===== config.mk =====
export PLATFORM = sky130hd
export DESIGN_NAME = intr_stat_mask_unit
export DESIGN_NICKNAME = d
export VERILOG_FILES = /design/src/rtl/isu_pkg.sv /design/src/rtl/isu_rst_sync.sv /design/src/rtl/isu_status_bank.sv /design/src/rtl/isu_ctrl_regs.sv /design/src/rtl/isu_irq_drive.sv /design/src/rtl/intr_stat_mask_unit.sv
export SDC_FILE = /design/constraint.sdc
export NUM_CORES = 1
export LEC_CHECK = 0
export ABC_AREA = 1
export BUFFER_PORTS_ARGS = -buffer_cell sky130_fd_sc_hd__buf_4
export CAP_MARGIN = 0
export CORE_UTILIZATION = 46
export DETAILED_ROUTE_END_ITERATION = 10
export PLACE_DENSITY = 0.8
export SYNTH_ARGS = -nofsm -noshare
export SYNTH_HDL_FRONTEND = slang
export SYNTH_HIERARCHICAL = 1
export SYNTH_SLANG_ARGS = --single-unit

===== constraint.sdc =====
create_clock -name clk -period 1.07 [get_ports clk]
set_input_delay 0.107 -clock clk [delete_from_list [all_inputs] [get_ports clk]]
set_output_delay 0.107 -clock clk [all_outputs]
set_load 0.1 [all_outputs]

===== src/rtl/isu_pkg.sv =====
package isu_pkg;
  localparam int ISU_ADDR_W = 2;

  typedef enum logic [ISU_ADDR_W-1:0] {
    ISU_STATUS = 2'd0,
    ISU_MASK   = 2'd1,
    ISU_ENABLE = 2'd2,
    ISU_SPARE  = 2'd3
  } isu_addr_e;
endpackage


===== src/rtl/isu_rst_sync.sv =====
module isu_rst_sync #(
  parameter int STAGES = 2
) (
  input  logic clk,
  input  logic rst_n,
  output logic rst_sync_n
);
  logic [STAGES-1:0] chain_q;

  always_ff @(posedge clk or negedge rst_n) begin
    if (!rst_n) chain_q <= '0;
    else        chain_q <= {chain_q[STAGES-2:0], 1'b1};
  end

  assign rst_sync_n = chain_q[STAGES-1];
endmodule


===== src/rtl/isu_status_bank.sv =====
module isu_status_bank #(
  parameter int NUM_SRC = 11
) (
  input  logic               clk,
  input  logic               rst_n,
  input  logic [NUM_SRC-1:0] evt_i,
  input  logic               ack_we_i,
  input  logic [NUM_SRC-1:0] ack_keep_i,
  output logic [NUM_SRC-1:0] sts_o
);
  for (genvar b = 0; b < NUM_SRC; b++) begin : g_bit
    logic bit_q;
    logic bit_d;
    logic bit_ce;

    // An event overrides an acknowledge in the same cycle.
    always_comb begin
      bit_d = bit_q;
      if (ack_we_i && !ack_keep_i[b]) bit_d = 1'b0;
      if (evt_i[b])                   bit_d = 1'b1;
    end

    assign bit_ce = evt_i[b] | ack_we_i;

    always_ff @(posedge clk or negedge rst_n) begin
      if (!rst_n)      bit_q <= 1'b0;
      else if (bit_ce) bit_q <= bit_d;
    end

    assign sts_o[b] = bit_q;
  end
endmodule


===== src/rtl/isu_ctrl_regs.sv =====
module isu_ctrl_regs #(
  parameter int NUM_SRC = 11
) (
  input  logic               clk,
  input  logic               rst_n,
  input  logic               mask_we_i,
  input  logic [NUM_SRC-1:0] mask_wdata_i,
  input  logic               en_we_i,
  input  logic               en_wdata_i,
  output logic [NUM_SRC-1:0] mask_o,
  output logic               en_o
);
  localparam logic [NUM_SRC-1:0] MASK_ALL = {NUM_SRC{1'b1}};

  logic [NUM_SRC-1:0] mask_q, mask_d;
  logic               en_q, en_d;

  always_comb begin
    mask_d = mask_wdata_i;
    en_d   = en_wdata_i;
  end

  always_ff @(posedge clk or negedge rst_n) begin
    if (!rst_n)         mask_q <= MASK_ALL;
    else if (mask_we_i) mask_q <= mask_d;
  end

  always_ff @(posedge clk or negedge rst_n) begin
    if (!rst_n)       en_q <= 1'b0;
    else if (en_we_i) en_q <= en_d;
  end

  assign mask_o = mask_q;
  assign en_o   = en_q;
endmodule


===== src/rtl/isu_irq_drive.sv =====
module isu_irq_drive #(
  parameter int NUM_SRC = 11
) (
  input  logic               clk,
  input  logic               rst_n,
  input  logic [NUM_SRC-1:0] sts_i,
  input  logic [NUM_SRC-1:0] mask_i,
  input  logic               en_i,
  output logic               irq_o
);
  logic irq_q, irq_d;

  always_comb begin
    irq_d = (|(sts_i & ~mask_i)) & en_i;
  end

  always_ff @(posedge clk or negedge rst_n) begin
    if (!rst_n) irq_q <= 1'b0;
    else        irq_q <= irq_d;
  end

  assign irq_o = irq_q;
endmodule


===== src/rtl/intr_stat_mask_unit.sv =====
module intr_stat_mask_unit
  import isu_pkg::*;
#(
  parameter int NUM_SRC = 11,
  parameter int DATA_W  = 32,
  parameter int EN_BIT  = 11
) (
  input  logic                  clk,
  input  logic                  rst_n,
  input  logic [NUM_SRC-1:0]    evt_i,
  input  logic                  reg_we_i,
  input  logic [ISU_ADDR_W-1:0] reg_addr_i,
  input  logic [DATA_W-1:0]     reg_wdata_i,
  output logic [DATA_W-1:0]     reg_rdata_o,
  output logic                  irq_o
);
  localparam int PAD_W = DATA_W - NUM_SRC;

  logic               rst_sync_n;
  logic               sts_we, mask_we, en_we;
  logic [NUM_SRC-1:0] sts_q;
  logic [NUM_SRC-1:0] mask_q;
  logic               en_q;

  isu_rst_sync #(.STAGES(2)) i_rst_sync (
    .clk        (clk),
    .rst_n      (rst_n),
    .rst_sync_n (rst_sync_n)
  );

  always_comb begin
    sts_we  = reg_we_i && (reg_addr_i == ISU_STATUS);
    mask_we = reg_we_i && (reg_addr_i == ISU_MASK);
    en_we   = reg_we_i && (reg_addr_i == ISU_ENABLE);
  end

  isu_status_bank #(.NUM_SRC(NUM_SRC)) i_status (
    .clk        (clk),
    .rst_n      (rst_sync_n),
    .evt_i      (evt_i),
    .ack_we_i   (sts_we),
    .ack_keep_i (reg_wdata_i[NUM_SRC-1:0]),
    .sts_o      (sts_q)
  );

  isu_ctrl_regs #(.NUM_SRC(NUM_SRC)) i_ctrl (
    .clk          (clk),
    .rst_n        (rst_sync_n),
    .mask_we_i    (mask_we),
    .mask_wdata_i (reg_wdata_i[NUM_SRC-1:0]),
    .en_we_i      (en_we),
    .en_wdata_i   (reg_wdata_i[EN_BIT]),
    .mask_o       (mask_q),
    .en_o         (en_q)
  );

  isu_irq_drive #(.NUM_SRC(NUM_SRC)) i_irq (
    .clk    (clk),
    .rst_n  (rst_sync_n),
    .sts_i  (sts_q),
    .mask_i (mask_q),
    .en_i   (en_q),
    .irq_o  (irq_o)
  );

  always_comb begin
    reg_rdata_o = '0;
    case (reg_addr_i)
      ISU_STATUS: reg_rdata_o = {{PAD_W{1'b0}}, sts_q};
      ISU_MASK:   reg_rdata_o = {{PAD_W{1'b0}}, mask_q};
      ISU_ENABLE: reg_rdata_o[EN_BIT] = en_q;
      default:    reg_rdata_o = '0;
    endcase
  end
endmodule


==> impl_metrics.tcl, run 1 <==
set metrics [dict create \
    worst-path-max-fanout 2 \
    synth_cells 235 \
    critical-path-max-stage-delay_ns 0.58 \
    ctsLongestPathBuffers 2 \
    p_leak_nw 1.38 \
    die_w_um 61.6 \
    htreeDepth 1 \
    synth_adder_area_share 0 \
    antenna_left 0 \
    rsz0062_at_grt "yes" \
    max-cap-violations 0 \
    synth_top_family_by_area "simple AND/OR/NAND/NOR gates" \
    criticalPathCategory "flip-flop to primary output" \
    crit_path_end_kind "primary output" \
    drt_iter0_markers 73 \
    dr.pass1.iters 4 \
    synth.distinct_cells 14 \
    viasPerCell 4.32 \
    vdd_ir_drop_max_mv 0.850 \
    synthMuxAreaShare 0 \
    stdcell_area_mm2 0.00253 \
    grt_overflow_total 0 \
    drcViolationCount 0 \
    grt_pass1_vias 1423 \
    grt_max_degree 25 \
    row_count 21 \
    synth_compound_area_frac 0 \
    fillers 239 \
    syn_area_mm2 0.00164 \
    place_inst 313 \
    grt_pass1_wl_um 5920 \
    cts_sinks 26 \
    reg2reg_slack_ns -0.09 \
    cts_tree "done" \
    path_buf_inv 1 \
    synth-simple-area-share 0.314 \
    synth-seq-cells 26 \
    clkLatencyLatePin_ns 0.32 \
    drive_gt1_frac 0.350 \
    place_congestion 0.780 \
    pin_count 81 \
    antenna_cells 0 \
    maxSlewViolCount 0 \
    hold_viol_final 0 \
    cpMaxStageDelayCell "dfstp_2" \
    finClkSkew_ns 0.00943 \
    yosysWarnings 6 \
    area_delta_synth_final_pct 54.7 \
    critical_path_arrival_ns 1.25 \
    post_drt_wl_per_cell_um 11.1 \
    synth_xor_area_frac 0 \
    antenna_found_initial 0 \
    core_mm2 0.00336 \
    vias 1522 \
    setup_ws_ns -0.288 \
    port_buffers 40 \
    die_y_um 61.6 \
    synth_area_per_cell_um2 6.96 \
    cts_root_buf "clkbuf_4" \
    finalCriticalPeriod_ns 1.36 \
    fin_nets 355 \
    hold_class "primary input to async pin" \
    start_util 0.486 \
    multi_input_area_um2 738 \
    cts-buffers-inserted 3 \
    violations "negative setup slack" \
    stdcell_count 352 \
    clkTransAtPathRegs_ns 0.15 \
    finalWirelength_um 3910 \
    max_freq_mhz 736 \
    cp_cell_sequence "nand3_2 > nand2_4 > buf_12" \
    track_usage 0.213 \
    worstSetupStartpointType "flip-flop" \
    timing.final.crit_share 1.27 \
    design_power_total_w 0.00344 \
    worstPathRequired_ns 0.96 \
    seq_area_frac_synth 0.406 \
    ff_latch_area_um2 664 \
    setup-violations-final 13 \
    crit_cells 3 \
    crit_family "flip-flops" \
    outcome "complete, but fails checks" \
    cellPowerDensity_mw_per_mm2 1360 \
    dp_hpwl_um 2310 \
    reg2reg_depth 8 \
    dieArea_mm2 0.00380 \
    placed_area_mm2 0.00193 \
]
registers in the layout (all words and copies together), names as in the netlist:
| name | cells |
|---|---|
| i_status/g_bit.bit_q | 11 |
| i_irq/irq_o | 1 |
| i_ctrl/en_o | 1 |
| i_ctrl/mask_o | 11 |
| i_rst_sync/chain_q | 2 |
path summary, 6_finish.rpt:
path                                                  endpoint                       startpoint
setup / recovery                                reg_rdata_o[6]     i_ctrl/mask_o[6]$_DFFE_PN1P_
hold / removal                 i_rst_sync/chain_q[0]$_DFF_PN0_                            rst_n
setup reg to reg                         i_irq/irq_o$_DFF_PN0_     i_ctrl/mask_o[6]$_DFFE_PN1P_
hold reg to reg            i_status/g_bit[0].bit_q$_DFFE_PN0P_  i_rst_sync/chain_q[1]$_DFF_PN0_
max in group asynchronous         i_ctrl/mask_o[4]$_DFFE_PN1P_  i_rst_sync/chain_q[1]$_DFF_PN0_
min in group clk                       i_ctrl/en_o$_DFFE_PN0P_                         reg_we_i
report_power, final:
group | leakage (nW) | internal (W) | switching (W)
combinational | 1.09 | 0.000539 | 0.00103
sequential | 0.264 | 0.00113 | 0.0000737
clock | 0.0279 | 0.000378 | 0.000290
layout by cell type (no fill, tap or decap):
| cell type | count |
|---|---|
| bufinv_16 | 1 |
| nand3_1 | 1 |
| nand2_2 | 1 |
| dfrtp_1 | 15 |
| nor2_4 | 1 |
| buf_6 | 5 |
| nor2_1 | 4 |
| clkbuf_4 | 3 |
| inv_1 | 36 |
| buf_4 | 44 |
| dlygate4sd3_1 | 24 |
| nand2_1 | 97 |
| nor2_2 | 3 |
| inv_2 | 4 |
| nand3_2 | 11 |
| dfstp_2 | 11 |
| buf_12 | 12 |
| nand2_4 | 11 |
| conb_1 | 21 |
| nor3_1 | 1 |
stage by stage:
| step | util | setup TNS [ns] | worst slack, ns | hold WS, ns |
|---|---|---|---|---|
| after floorplan | - | 0 | 0.0689 | -0.189 |
| final | 0.752 | -3.19 | -0.288 | 0.0920 |
| after detailed placement | 0.574 | -0.538 | -0.0632 | -0.107 |
| after global routing | 0.752 | -3.90 | -0.343 | 0.0652 |
| after CTS | 0.748 | -3.21 | -0.290 | 0.0699 |
| after global placement | 0.574 | -0.444 | -0.0451 | -0.110 |
cell usage after synthesis, drive strengths merged:
cell type,n,area (um^2)
nand2,109,412
inv,40,150
buf,36,285
dfrtp,15,375
nand3,12,60.1
dfstp,11,289
nor2,8,37.5
conb,2,7.51
clkbuf,1,13.8
nor3,1,5.00
worst register-to-register path, delay by kind of cell (launching register included):
family,cells,cell delay (ns)
buffers and inverters,3,0.15
AND/OR/NAND/NOR,5,0.33
flip-flops,1,0.58
area by class of cell:
type                    count  share of cell area
clock inverters             1              0.0119
flip-flops and latches     26               0.263
clock buffers               3             0.00890
inverters                  40              0.0593
repair buffers             85               0.343
well taps                  46              0.0227
multi-input cells         151               0.292
repair_timing:
item | 4_1_cts | 5_1_grt
gates cloned | 0 | 0
endpoints found under the setup margin | 13 | 13
buffers inserted | 11 | 3
hold buffers | 24 | 0
endpoints found under the hold margin | 25 | 0
gates resized for setup | 49 | 5
pin swaps | 15 | 8
metal layers:
layer	wire, um	vias to the layer above	GRT usage	share of wire
li1	-	765	-	-
met1	1640	696	0.271	0.42
met2	2060	57	0.390	0.53
met3	181	4	0.0189	0.046
met4	29	0	0.0508	0.0074
met5	0	-	0	0
kinds of logic (layout without fill, tap and decap cells):
logic type | Yosys count | in the layout
simple gates | 130 | 130
buf+inv | 77 | 129
flops | 26 | 26
other cells | 2 | 21
No activity file was read; power rests on OpenSTA's default activity.
==> run 2: changes to the inputs <==
- MAX_ROUTING_LAYER: unset -> met4
- SLEW_MARGIN: unset -> 20
==> run 2 against run 1 <==
- the flow still finishes with violations (negative setup slack)
- critical path type unchanged
- clock power is essentially flat
- total power about the same
- global-route usage is 0.63 points higher
- combinational power is essentially flat
- highest routed layer unchanged
- critical path depth unchanged
- fmax fell by 0.23%
- non-clock buffer count unchanged
- design area stayed put
- die area unchanged
==> impl_metrics.tcl, run 2 (same netlist as run 1, synthesis figures left out) <==
set metrics [dict create \
    fillers 239 \
    finalCriticalPeriod_ns 1.36 \
    drt_iter0_markers 71 \
    worst-path-max-fanout 2 \
    clkTransAtPathRegs_ns 0.15 \
    finClkSkew_ns 0.0113 \
    finalWirelength_um 3900 \
    rsz0062_at_grt "yes" \
    setup-violations-final 13 \
    setup_ws_ns -0.291 \
    grt_pass1_vias 1422 \
    violations "negative setup slack" \
    rr_startpoint "i_ctrl/mask_o[6]$_DFFE_PN1P_" \
    dieArea_mm2 0.00380 \
    die_w_um 61.6 \
    p_leak_nw 1.38 \
    area_delta_synth_final_pct 54.7 \
    clkLatencyLatePin_ns 0.32 \
    finalSetupTns_ns -3.21 \
    grt_pass1_wl_um 5910 \
    cts_tree "done" \
    vdd_ir_drop_max_mv 0.855 \
    layout_common_cells "nand2_1 (97), buf_4 (44), inv_1 (36)" \
    crit_path_end_kind "primary output" \
    grt_overflow_total 0 \
    row_count 21 \
    outcome "complete, but fails checks" \
    worstPathRequired_ns 0.96 \
    hold_class "primary input to async pin" \
    htreeDepth 1 \
    antenna_left 0 \
    cts_sinks 26 \
    cts-buffers-inserted 3 \
    max-cap-violations 0 \
    drive_gt1_frac 0.350 \
    critical_path_arrival_ns 1.25 \
    reg2reg_slack_ns -0.09 \
    vias 1517 \
    antenna_found_initial 0 \
    place_congestion 0.791 \
    pin_count 81 \
    hold_viol_final 0 \
    post_drt_wl_per_cell_um 11.1 \
    drcViolationCount 0 \
    grt_max_degree 25 \
    cellPowerDensity_mw_per_mm2 1360 \
    fin_nets 355 \
    start_util 0.486 \
    ctsLongestPathBuffers 2 \
    track_usage 0.220 \
    dr.pass1.iters 4 \
    antenna_cells 0 \
    worstSetupStartpointType "flip-flop" \
    max_freq_mhz 735 \
    mostFrequentLayoutCell "nand2_1" \
    die_y_um 61.6 \
    viasPerCell 4.31 \
    dp_hpwl_um 2310 \
    criticalPathCategory "flip-flop to primary output" \
    maxSlewViolCount 0 \
    timing.final.crit_share 1.27 \
    pre_cts_slack_ns -0.0632 \
    cts_root_buf "clkbuf_4" \
    rr_endpoint "i_irq/irq_o$_DFF_PN0_" \
    port_buffers 40 \
    core_mm2 0.00336 \
    reg2reg_depth 8 \
]
[run 2: cell counts in the layout (fill, tap and decap cells not counted)]
No cell type changed its count.
[run 2: timing repair]
action,4_1_cts,5_1_grt
endpoints found under the hold margin,25,0
resized for setup,49,5
setup buffers,11,3
pin swaps,15,8
hold buffers,24,0
endpoints found under the setup margin,13,13
[run 2: how the worst max path moves through the flow]
| stage | slack [ns] | from | endpoint |
|---|---|---|---|
| finish | -0.29 | i_ctrl/mask_o[6]$_DFFE_PN1P_ | reg_rdata_o[6] |
| global route | -0.34 | i_ctrl/mask_o[2]$_DFFE_PN1P_ | reg_rdata_o[2] |
| CTS | -0.29 | i_ctrl/mask_o[10]$_DFFE_PN1P_ | reg_rdata_o[10] |
| detailed placement | -0.06 | i_ctrl/mask_o[10]$_DFFE_PN1P_ | reg_rdata_o[10] |
| global placement | -0.05 | i_ctrl/mask_o[1]$_DFFE_PN1P_ | reg_rdata_o[1] |
| floorplan | 0.07 | i_ctrl/en_o$_DFFE_PN0P_ | reg_rdata_o[11] |
[run 2: routing by layer]
metal / part of all wire / GRT usage / up-vias
li1: - / - / 765
met1: 0.42 / 0.268 / 689
met2: 0.53 / 0.392 / 57
met3: 0.043 / 0.0189 / 6
met4: 0.010 / 0.0508 / 0
met5: 0 / - / -
[run 2: layout make-up]
type	instances	area (um^2)	share of cell area
clock buffer	3	22.5	0.00890
clock inverter	1	30.0	0.0119
inverter	40	150	0.0593
multi-input combinational	151	738	0.292
sequential	26	664	0.263
tap	46	57.6	0.0227
timing repair buffer	85	867	0.343
[run 2: worst max-delay path: stages, from the launching register on]
cell and delay [ns]:
dfstp_2 0.58, nand3_2 0.10, nand2_4 0.09, buf_12 0.16
[run 2: power breakdown]
part	total, W	switching, W	internal (W)
logic	0.00156	0.00103	0.000539
clock network	0.000670	0.000292	0.000379
registers	0.00120	0.0000736	0.00113
[run 2: stage by stage]
stage | utilization | area [um^2] | instances | hold WS [ns] | power [W]
after floorplan | - | 1800 | 254 | -0.189 | 0.00226
after global placement | 0.574 | 1930 | 313 | -0.110 | 0.00239
after detailed placement | 0.574 | 1930 | 313 | -0.107 | 0.00241
after CTS | 0.748 | 2510 | 352 | 0.0699 | 0.00341
after global routing | 0.752 | 2530 | 352 | 0.0652 | 0.00360
final | 0.752 | 2530 | 352 | 0.0878 | 0.00344
==> run 3: changes to the inputs <==
- CORE_ASPECT_RATIO: unset -> 1.2
- CTS_CLUSTER_DIAMETER: unset -> 150
==> run 3 against run 2 <==
- the flow still finishes with violations (negative setup slack)
- combinational power is essentially flat
- fmax grew 3.5%
- total power shrank 3.5%
- clock skew shrank 0.0049 ns
- design area shrank 9.0%
- critical path type unchanged
- largest power group unchanged
==> impl_metrics.tcl, run 3 (same netlist as run 1, synthesis figures left out) <==
set metrics [dict create \
    outcome "complete, but fails checks" \
    violations "negative setup slack" \
    crit_path_end_kind "primary output" \
    setup-violations-final 13 \
    cpMaxStageDelayCell "dfstp_2" \
    dp_hpwl_um 2440 \
    dieArea_mm2 0.00380 \
    setup_ws_ns -0.245 \
    core_mm2 0.00337 \
    dr.pass1.iters 4 \
    cts-buffers-inserted 3 \
    design_power_total_w 0.00332 \
    max-cap-violations 0 \
    antenna_cells 0 \
    swShare 0.429 \
    finalWirelength_um 3930 \
    rr_startpoint "i_ctrl/mask_o[6]$_DFFE_PN1P_" \
    maxSlewViolCount 0 \
    cp_cell_sequence "nand3_2 > nand2_4 > buf_12" \
    worst-path-max-fanout 2 \
    vias 1486 \
    finalSetupTns_ns -2.65 \
    intPower_w 0.00189 \
    die_w_um 56.4 \
    worstSetupStartpointType "flip-flop" \
    viasPerCell 4.59 \
    ctsLongestPathBuffers 2 \
    holdWs_ns 0.00102 \
    timing.final.crit_share 1.23 \
    drcViolationCount 0 \
    cts_sinks 26 \
    clkLatencyLatePin_ns 0.28 \
    p_leak_nw 1.30 \
    combPwrFrac 0.461 \
    criticalPathCategory "flip-flop to primary output" \
    p_switching_w 0.00142 \
    rsz0062_at_grt "yes" \
    row_count 23 \
    cellPowerDensity_mw_per_mm2 1440 \
    pin_count 81 \
    antenna_left 0 \
    fin_nets 336 \
    cts_tree "done" \
    layout_common_cells "nand2_1 (94), buf_4 (50), inv_1 (34)" \
    finalCriticalPeriod_ns 1.32 \
    power_frac_clock 0.177 \
    setup.worst_path.end "reg_rdata_o[6]" \
    post_drt_wl_per_cell_um 12.1 \
    grt_pass1_wl_um 5800 \
    cts_root_buf "clkbuf_8" \
    area_delta_synth_final_pct 40.9 \
    seqPwrFrac 0.362 \
    drive_gt1_frac 0.397 \
    critical-path-max-stage-delay_ns 0.57 \
    hold_viol_final 0 \
    antenna_found_initial 0 \
    grt_pass1_vias 1306 \
    max_freq_mhz 760 \
    reg2reg_depth 8 \
    grt_overflow_total 0 \
    drt_iter0_markers 55 \
    vdd_ir_drop_max_mv 1.01 \
    pre_cts_slack_ns -0.0675 \
    critical_path_arrival_ns 1.21 \
    min_from "evt_i[6]" \
    clkTransAtPathRegs_ns 0.09 \
    grt_max_degree 25 \
    start_util 0.486 \
    place_congestion 0.842 \
    die_y_um 67.3 \
    fin_util 0.684 \
    htreeDepth 1 \
    rr_endpoint "i_irq/irq_o$_DFF_PN0_" \
    mostFrequentLayoutCell "nand2_1" \
    startpoint "i_ctrl/mask_o[6]$_DFFE_PN1P_" \
    finClkSkew_ns 0.00639 \
    hold_class "primary input to flip-flop" \
    track_usage 0.211 \
    port_buffers 40 \
    worstPathRequired_ns 0.96 \
    reg2reg_slack_ns -0.12 \
]
[run 3: cell count changes in the layout (fill, tap and decap cells not counted), moves of 2 or more]
cell and delta:
nand3_1 +2, nand2_2 +3, nand3_2 -2, nand2_1 -3
clkbuf_4 -3, buf_6 -2, buf_4 +6, clkbuf_8 +3
dlygate4sd3_1 -23, inv_2 +2, inv_1 -2
[run 3: power by group through the flow]
stage | registers (W) | clock network (W) | logic, W
after floorplan | 0.00125 | 0 | 0.00101
after global placement | 0.00121 | 0 | 0.00119
after detailed placement | 0.00122 | 0 | 0.00121
after CTS | 0.00119 | 0.000587 | 0.00146
after global routing | 0.00121 | 0.000635 | 0.00160
final | 0.00120 | 0.000586 | 0.00153
[run 3: how the worst min path moves through the flow]
stage	slack [ns]	end	depth (start not counted)
6_report	0.001	i_status/g_bit[6].bit_q$_DFFE_PN0P_	3
4_1_cts	0.005	i_status/g_bit[5].bit_q$_DFFE_PN0P_	3
5_1_grt	-0.002	i_status/g_bit[5].bit_q$_DFFE_PN0P_	3
3_3_place_gp	-0.11	i_rst_sync/chain_q[1]$_DFF_PN0_	1
2_1_floorplan	-0.19	i_rst_sync/chain_q[0]$_DFF_PN0_	0
3_5_place_dp	-0.11	i_rst_sync/chain_q[1]$_DFF_PN0_	1
[run 3: routing by layer]
metal,wire length (um),GRT usage,up-vias
met1,1500,0.223,686
met4,110,0.119,0
met2,2130,0.382,62
met5,0,-,-
li1,-,-,727
met3,197,0.0287,11
[run 3: area by class of cell]
| type | count | area (um^2) |
|---|---|---|
| sequential | 26 | 664 |
| tap | 37 | 46.3 |
| multi-input combinational | 151 | 738 |
| inverter | 40 | 150 |
| timing repair buffer | 66 | 659 |
| clock buffer | 4 | 45.0 |
| fill | 280 | 1060 |
[run 3: metrics by stage]
stage               cells  area [um^2]
global placement      306         1930
global route          324         2300
detailed placement    306         1930
finish                324         2300
CTS                   321         2260
floorplan             254         1800
[run 3: critical path: cells and delay by family (launching register included)]
| kind | cells | cell delay, ns |
|---|---|---|
| buffers and inverters | 1 | 0.17 |
| and+or+nand+nor | 2 | 0.19 |
| DFF | 1 | 0.57 |
[run 3: what timing repair did]
item                       in CTS  in global routing
buffers inserted               10                  3
hold endpoints to repair        2                  0
hold buffers                    1                  0
setup endpoints to repair      13                 13
resized for setup              46                 10
pin swaps                      14                  6
